File: config.mk
export PLATFORM = sky130hd
export DESIGN_NAME = dsep_phase_cmp
export DESIGN_NICKNAME = d
export VERILOG_FILES = /design/src/rtl/dsep_pkg.sv /design/src/rtl/dsep_edge_det.sv /design/src/rtl/dsep_win_timer.sv /design/src/rtl/dsep_pump_drv.sv /design/src/rtl/dsep_phase_cmp.sv
export SDC_FILE = /design/constraint.sdc
export NUM_CORES = 1
export LEC_CHECK = 0
export ABC_AREA = 1
export BUFFER_PORTS_ARGS = -buffer_cell sky130_fd_sc_hd__buf_2
export CORE_MARGIN = 3
export CORE_UTILIZATION = 40
export CTS_BUF_LIST = sky130_fd_sc_hd__clkbuf_4
export DETAILED_ROUTE_END_ITERATION = 16
export PLACE_DENSITY = 0.58
export SLEW_MARGIN = 20
export SYNTH_ARGS = -nofsm -noshare
export SYNTH_HDL_FRONTEND = slang
export SYNTH_HIERARCHICAL = 1
export SYNTH_SLANG_ARGS = --single-unit
File: constraint.sdc
create_clock -name clk -period 2.2 [get_ports clk]
set_clock_uncertainty 0.15 [all_clocks]
set_input_delay 0 -clock clk [delete_from_list [all_inputs] [get_ports clk]]
set_output_delay 0 -clock clk [all_outputs]
set_load 0.01 [all_outputs]
File: src/rtl/dsep_pkg.sv
package dsep_pkg;

  typedef enum logic [1:0] {
    PH_EARLY  = 2'd0,
    PH_CENTRE = 2'd1,
    PH_LATE   = 2'd2
  } phase_cls_t;

  // Split a window into three equal regions of sub_len clocks each.
  function automatic phase_cls_t classify(input int unsigned phase,
                                          input int unsigned sub_len);
    if (phase < sub_len)          return PH_EARLY;
    else if (phase < 2 * sub_len) return PH_CENTRE;
    else                          return PH_LATE;
  endfunction

endpackage

File: src/rtl/dsep_edge_det.sv
module dsep_edge_det #(
  parameter int STAGES  = 2,
  parameter bit FALLING = 1'b0
) (
  input  logic clk,
  input  logic rst,
  input  logic din,
  output logic edge_o
);
  localparam logic IDLE = FALLING;

  logic [STAGES-1:0] sh;
  logic              prev;

  always_ff @(posedge clk) begin
    if (rst) begin
      sh   <= {STAGES{IDLE}};
      prev <= IDLE;
    end else begin
      sh   <= STAGES'({sh, din});
      prev <= sh[STAGES-1];
    end
  end

  generate
    if (FALLING) begin : g_fall
      assign edge_o = prev & ~sh[STAGES-1];
    end else begin : g_rise
      assign edge_o = ~prev & sh[STAGES-1];
    end
  endgenerate

endmodule

File: src/rtl/dsep_win_timer.sv
module dsep_win_timer #(
  parameter int SUB_LEN = 8,
  parameter int CNT_W   = $clog2(3 * SUB_LEN + 1)
) (
  input  logic             clk,
  input  logic             rst,
  input  logic             win_edge,
  output logic [CNT_W-1:0] phase_o
);
  localparam logic [CNT_W-1:0] MAXC = CNT_W'(3 * SUB_LEN);

  logic [CNT_W-1:0] cnt;

  // Counter reads 1 one clock after the window edge; the edge cycle itself is phase 0.
  always_ff @(posedge clk) begin
    if (rst)           cnt <= MAXC;
    else if (win_edge) cnt <= CNT_W'(1);
    else if (cnt != MAXC) cnt <= cnt + CNT_W'(1);
  end

  assign phase_o = win_edge ? '0 : cnt;

endmodule

File: src/rtl/dsep_pump_drv.sv
module dsep_pump_drv
  import dsep_pkg::*;
#(
  parameter int PULSE_LEN = 6
) (
  input  logic       clk,
  input  logic       rst,
  input  logic       enable,
  input  logic       hit,
  input  phase_cls_t cls,
  output logic       up_val,
  output logic       up_oe,
  output logic       dn_val,
  output logic       dn_oe
);
  localparam int HOLD_W = (PULSE_LEN > 1) ? $clog2(PULSE_LEN) : 1;

  logic [HOLD_W-1:0] hold;

  always_ff @(posedge clk) begin
    if (rst || !enable) begin
      up_oe  <= 1'b0;
      up_val <= 1'b0;
      dn_oe  <= 1'b0;
      dn_val <= 1'b1;
      hold   <= '0;
    end else if (hit) begin
      hold   <= HOLD_W'(PULSE_LEN - 1);
      up_oe  <= (cls == PH_EARLY);
      up_val <= (cls == PH_EARLY);
      dn_oe  <= (cls == PH_LATE);
      dn_val <= (cls != PH_LATE);
    end else if (up_oe || dn_oe) begin
      if (hold == '0) begin
        up_oe  <= 1'b0;
        up_val <= 1'b0;
        dn_oe  <= 1'b0;
        dn_val <= 1'b1;
      end else begin
        hold <= hold - HOLD_W'(1);
      end
    end
  end

endmodule

File: src/rtl/dsep_phase_cmp.sv
module dsep_phase_cmp
  import dsep_pkg::*;
#(
  parameter int SUB_LEN     = 8,
  parameter int PULSE_LEN   = 6,
  parameter int SYNC_STAGES = 2
) (
  input  logic clk,
  input  logic rst,
  input  logic rdat_n,
  input  logic win_clk,
  input  logic rgate_n,
  input  logic sep_inhibit,
  input  logic write_gate,
  output logic up_val,
  output logic up_oe,
  output logic dn_val,
  output logic dn_oe
);
  localparam int CNT_W = $clog2(3 * SUB_LEN + 1);

  logic             data_fall;
  logic             win_rise;
  logic [CNT_W-1:0] phase;
  logic             enable;
  logic             edge_ok;
  phase_cls_t       cls;

  dsep_edge_det #(.STAGES(SYNC_STAGES), .FALLING(1'b1)) u_data_edge (
    .clk(clk), .rst(rst), .din(rdat_n), .edge_o(data_fall)
  );

  dsep_edge_det #(.STAGES(SYNC_STAGES), .FALLING(1'b0)) u_win_edge (
    .clk(clk), .rst(rst), .din(win_clk), .edge_o(win_rise)
  );

  dsep_win_timer #(.SUB_LEN(SUB_LEN), .CNT_W(CNT_W)) u_timer (
    .clk(clk), .rst(rst), .win_edge(win_rise), .phase_o(phase)
  );

  assign enable  = ~sep_inhibit & ~write_gate & ~rgate_n;
  assign edge_ok = data_fall & enable;
  assign cls     = classify(int'(phase), SUB_LEN);

  dsep_pump_drv #(.PULSE_LEN(PULSE_LEN)) u_drv (
    .clk(clk), .rst(rst), .enable(enable), .hit(data_fall), .cls(cls),
    .up_val(up_val), .up_oe(up_oe), .dn_val(dn_val), .dn_oe(dn_oe)
  );

endmodule

### Word-level counts from Yosys, hierarchy flattened

Index checks and enable logic that the tools add are counted.

* $add $sub $neg: 2
* magnitude comparators: 2
* equal/unequal tests: 4
* multiplexer cells: 15
* bitwise logic cells: 10
* reduce and logical (&&, ||, !) cells: 13

Operators with widths (number)
* 2-to-1 mux 5 bit: 3
* 2-to-1 mux 3 bit: 3
* 2-to-1 mux 1 bit: 7
* inverter 1 bit: 6
* AND reduction 2 bit: 3
* nonzero test 2 bit: 3
* adder 5 x 1 -> 5 bit, second input constant: 1
* less-than comparator 5 x 4 -> 1 bit, second input constant: 1
* less-than comparator 5 bit, second input constant: 1
* inequality test 5 bit, second input constant: 1
* bitwise AND 1 bit: 4
* 2-to-1 mux 2 bit: 2
* inequality test 2 bit, second input constant: 2
* OR reduction 2 bit: 2
* logical NOT 3 bit: 1
* subtractor 3 x 1 -> 3 bit, second input constant: 1
* equality test 2 bit, second input constant: 1
* logical NOT 2 bit: 1
* logical OR 1 bit: 2
* logical NOT 1 bit: 1

* flip-flop bits (word level): 17
* input bits: 7
* output and inout port bits: 4
* word-level logic and storage cells: 57

### Depth between registers and ports, before layout

* depth in word-level cells: 8
* mapped depth: 9
* depth with buffers taken out: 9

### By module

The synthesis kept the hierarchy.

Modules (own cells, without submodules)
* dsep_pump_drv: instances 1, cells an instance 50, area each 349.1 µm², sequential area each 120.1 µm²
* dsep_win_timer: instances 1, cells an instance 46, area each 311.5 µm², sequential area each 100.1 µm²
* dsep_edge_det (u_data_edge): instances 1, cells an instance 12, area each 93.8 µm², sequential area each 60.1 µm²
* dsep_edge_det (u_win_edge): instances 1, cells an instance 10, area each 86.3 µm², sequential area each 60.1 µm²
* dsep_phase_cmp: instances 1, cells an instance 7, area each 28.8 µm², sequential area each 0.0 µm²

### Worst setup path after synthesis

No wires, ideal clock.

* kind: register -> register
* start point: reg u_win_edge.sh[1]
* end point: reg u_drv.dn_val
* library setup time: 0.116 ns
* arrival: 1.079 ns
* data required time: 1.934 ns
* path slack: 0.855 ns
* cell stages (with the launch flop): 10
* path buffers: 0
* clock period less this slack: 1.345 ns
* path through: dfxtp_1 inv_1 nor2_1 nor2_2 inv_1 nor2_1 nor2_1 nand2_1 o21ai_1 nand2_1

* cells in the longest elaborated chain, start to end: 7
* elaborated cells between the ends (all ways): 8
* those cells by class: order compare (2); eq/ne (1); mux (4); bitwise (1)

Ends and longest elaborated chain
* from (decl): line dsep_edge_det.sv:12 `logic [STAGES-1:0] sh;`
* from (signal assigned): line dsep_edge_det.sv:17 `sh <= {STAGES{IDLE}};`
* from (signal assigned): line dsep_edge_det.sv:20 `sh <= STAGES'({sh, din});`
* bitwise AND 1 bit *: line dsep_edge_det.sv:29 `assign edge_o = ~prev & sh[STAGES-1];`
* via win_rise: line dsep_phase_cmp.sv:23 `logic win_rise;`
* 2-to-1 mux 5 bit *: line dsep_win_timer.sv:21 `assign phase_o = win_edge ? '0 : cnt;`
* via phase[3]: line dsep_phase_cmp.sv:24 `logic [CNT_W-1:0] phase;`
* less-than comparator 5 bit: line dsep_pkg.sv:13 `else if (phase < 2 * sub_len) return PH_CENTRE;`
* 2-to-1 mux 2 bit: line dsep_pkg.sv:13
* 2-to-1 mux 2 bit *: line dsep_pkg.sv:12 `if (phase < sub_len) return PH_EARLY;`
* via cls[0]: line dsep_phase_cmp.sv:27 `phase_cls_t cls;`
* inequality test 2 bit *: line dsep_pump_drv.sv:32 `dn_val <= (cls != PH_LATE);`
* 2-to-1 mux 1 bit *: line dsep_pump_drv.sv:27 `end else if (hit) begin`
* to (signal assigned): line dsep_pump_drv.sv:32
* to (decl): line dsep_pump_drv.sv:13 `output logic dn_val,`

Mark *: on every way through the listed nets, which the timed path passes. The rest lies on a longest branch.
A chain may end at the register's enable or synchronous reset.

### Worst setup path after layout

* start point: in rgate_n
* end point: reg u_drv.hold[1]

* cells in the longest elaborated chain, start to end: 5

Ends and longest elaborated chain
* from (decl): line dsep_phase_cmp.sv:12 `input logic rgate_n,`
* inverter 1 bit: line dsep_phase_cmp.sv:41 `assign enable = ~sep_inhibit & ~write_gate & ~rgate_n;`
* bitwise AND 1 bit: line dsep_phase_cmp.sv:41
* via enable: line dsep_phase_cmp.sv:25 `logic enable;`
* logical NOT 1 bit: line dsep_pump_drv.sv:21 `if (rst || !enable) begin`
* logical OR 1 bit: line dsep_pump_drv.sv:21
* OR reduction 2 bit (no line)
* to (signal assigned): line dsep_pump_drv.sv:28 `hold <= HOLD_W'(PULSE_LEN - 1);`
* to (signal assigned): line dsep_pump_drv.sv:40 `hold <= hold - HOLD_W'(1);`
* to (decl): line dsep_pump_drv.sv:18 `logic [HOLD_W-1:0] hold;`

The timed path passes the listed nets, and every way through them passes these cells.

==> run metrics <==
CTS Buffer Depth=2; Die Wd=about 52 um; Remaining Overflow, GRT=0; # fillers=218; Top Metal Used=met4; Root Buffer Master=clkbuf_4; most frequent cells in the layout=inv_1, nand2_1, nor2_1, dfxtp_1, buf_2; met2 wire length=between 600 and 700 um; Crit-path slowest cell=dlygate4sd3_1; Synth Net Count=approximately 130; largest net degree at the start of global routing=11; CTS sink cnt=17; area added between synthesis and finish=19.74%; r2r setup slk=about 780 ps; worst hold stages=2; # DRC=0; router iterations before antenna repair=4; TritonCTS clock tree=yes; Max FO, Critical Path=4; CP peak stage delay=about 540 ps; startpoint types=input pin; Avg Cell Area, Syn=between 7 and 8 um2; H-tree Lvls=1; worst r2r dst=u_drv/dn_val; core footprint=2002 um2; Cell Pwr Density=around 660 nW/um2; Synth Cell Area=approximately 860 um2; Routed met3 length=~57 um; Met1 Wirelength=roughly 770 um; vias in the first global route=between 600 and 700; hpwl dp=between 1000 and 1500 um; routed via count=about 710; gp weighted congestion=0.8077; CTS Buf Count=3; fin crit share=between 70 and 80%; vias per cell=approximately 4.2; commonest non-fill, non-tap cell in the layout=inv_1; input/output buffers=10; status=finished, final reports clean; share of layout cells above drive strength 1=25.35%; Hold Crit Start=u_win_edge/sh[0]; final hold slack=approximately 260 ps; Final Hold Viols=0; Slew HR=between 70% and 80%; Critical Path, Cell by Cell=dlygate4sd3_1 -> buf_2 -> nor2_2 -> dlygate4sd3_1 -> inv_1 -> nor2_4 -> inv_2 -> nor2_2 -> nand2_1 -> a21oi_1; setup violators final=0; Reg2Reg Depth=9; die area=roughly 2700 um2; Final #Nets=roughly 150; initial antenna violation count=0; fin crit period=roughly 1700 ps; drt wl/cell=between 8 and 9 um; setup TNS=0 ps; Critical Path AT=between 1500 and 2000 ps; Die Ht=52.43 um; Achievable Freq=a little under 600 MHz; post-cts sizing count=0; Slew Viols, Final=0; post-layout instance area=1032 um2; number of antenna-violating nets in the routed design=0; FP Rows=16; global-route wire length before repair=approximately 2600 um; post-layout util=roughly half; Clock Latency Late Sink=roughly 280 ps; Slew @ Worst Pin=361.6 ps; Worst-path clk slew=100 ps; post-place instance area=~930 um2; YS warnings=6; final WL=1452 um; Hold EP=u_win_edge/sh[1]; global-route usage over all layers=between 10% and 20%; Pleak=between 0.5 and 0.6 nW; Syn Inst Count=123; RSZ-0062 raised after global routing=false; n_diodes=0; Initial Utilization=between 40 and 50%; Max IR drop VDD=roughly 0.0004 V; Iteration-0 DRC Markers=9; Max-cap violations=0; Hold WC Path Type=flop to flop; critical path class=input pin to flop; Reg-to-Reg Start=u_win_edge/sh[1]; I/O pin count=11; critical path capture point type=flop; CP required=between 2000 and 2500 ps
==> power breakdown <==
| part | internal (mW) | switching [mW] |
|---|---|---|
| combinational | 0.0691 | 0.0987 |
| sequential | 0.331 | 0.0199 |
| clock | 0.0673 | 0.0915 |
==> area by class of cell <==
cell class	instances	area (um2)	area share [%]
clock buffers	3	22.52	2.182
clock inverters	1	5.005	0.4848
inverters	32	120.1	11.64
multi-input cells	72	390.4	37.82
flip-flops and latches	17	340.3	32.97
well taps	27	33.78	3.273
repair buffers	17	120.1	11.64
==> repair_timing <==
item	CTS	global route
hold endpoints to repair	16	0
hold buffers	7	0
setup buffers	0	0
==> critical path, delay by kind of cell <==
family | cells | cell delay, ps
buf+inv | 5 | 1330
simple gates | 4 | 340
compound gates | 1 | 100
==> layer usage <==
layer / GRT usage, % / vias to the layer above
met1: 15.94 / 294
li1: - / 399
met5: 0 / -
met2: 20.25 / 10
met4: 6.383 / 0
met3: 1.709 / 2
==> how the worst max path moves through the flow <==
stage	slack (ps)	to	startpoint
4_1_cts	490	u_drv/hold[1]	rgate_n
6_report	500	u_drv/hold[1]	rgate_n
3_3_place_gp	850	u_drv/dn_val	u_win_edge/sh[1]
2_1_floorplan	920	u_drv/dn_val	u_win_edge/sh[1]
5_1_grt	380	u_drv/hold[1]	rgate_n
3_5_place_dp	820	u_drv/dn_val	u_win_edge/sh[1]
==> flip-flops by register name, summed over array words and instances (netlist names) <==
name and cells:
u_data_edge/prev 1, u_data_edge/sh 2, u_drv/dn_oe 1, u_drv/dn_val 1, u_drv/hold 3, u_drv/up_oe 1
u_timer/cnt 5, u_win_edge/prev 1, u_win_edge/sh 2
==> metrics by stage <==
stage / cells / setup WS (ps) / total power [mW]
floorplan: 123 / 923.1 / 0.4843
global placement: 158 / 854.7 / 0.5142
detailed placement: 158 / 817.0 / 0.5145
CTS: 169 / 492.1 / 0.6909
global route: 169 / 381.3 / 0.7333
finish: 169 / 496.7 / 0.6779
Power figures use the tool's default switching activity.
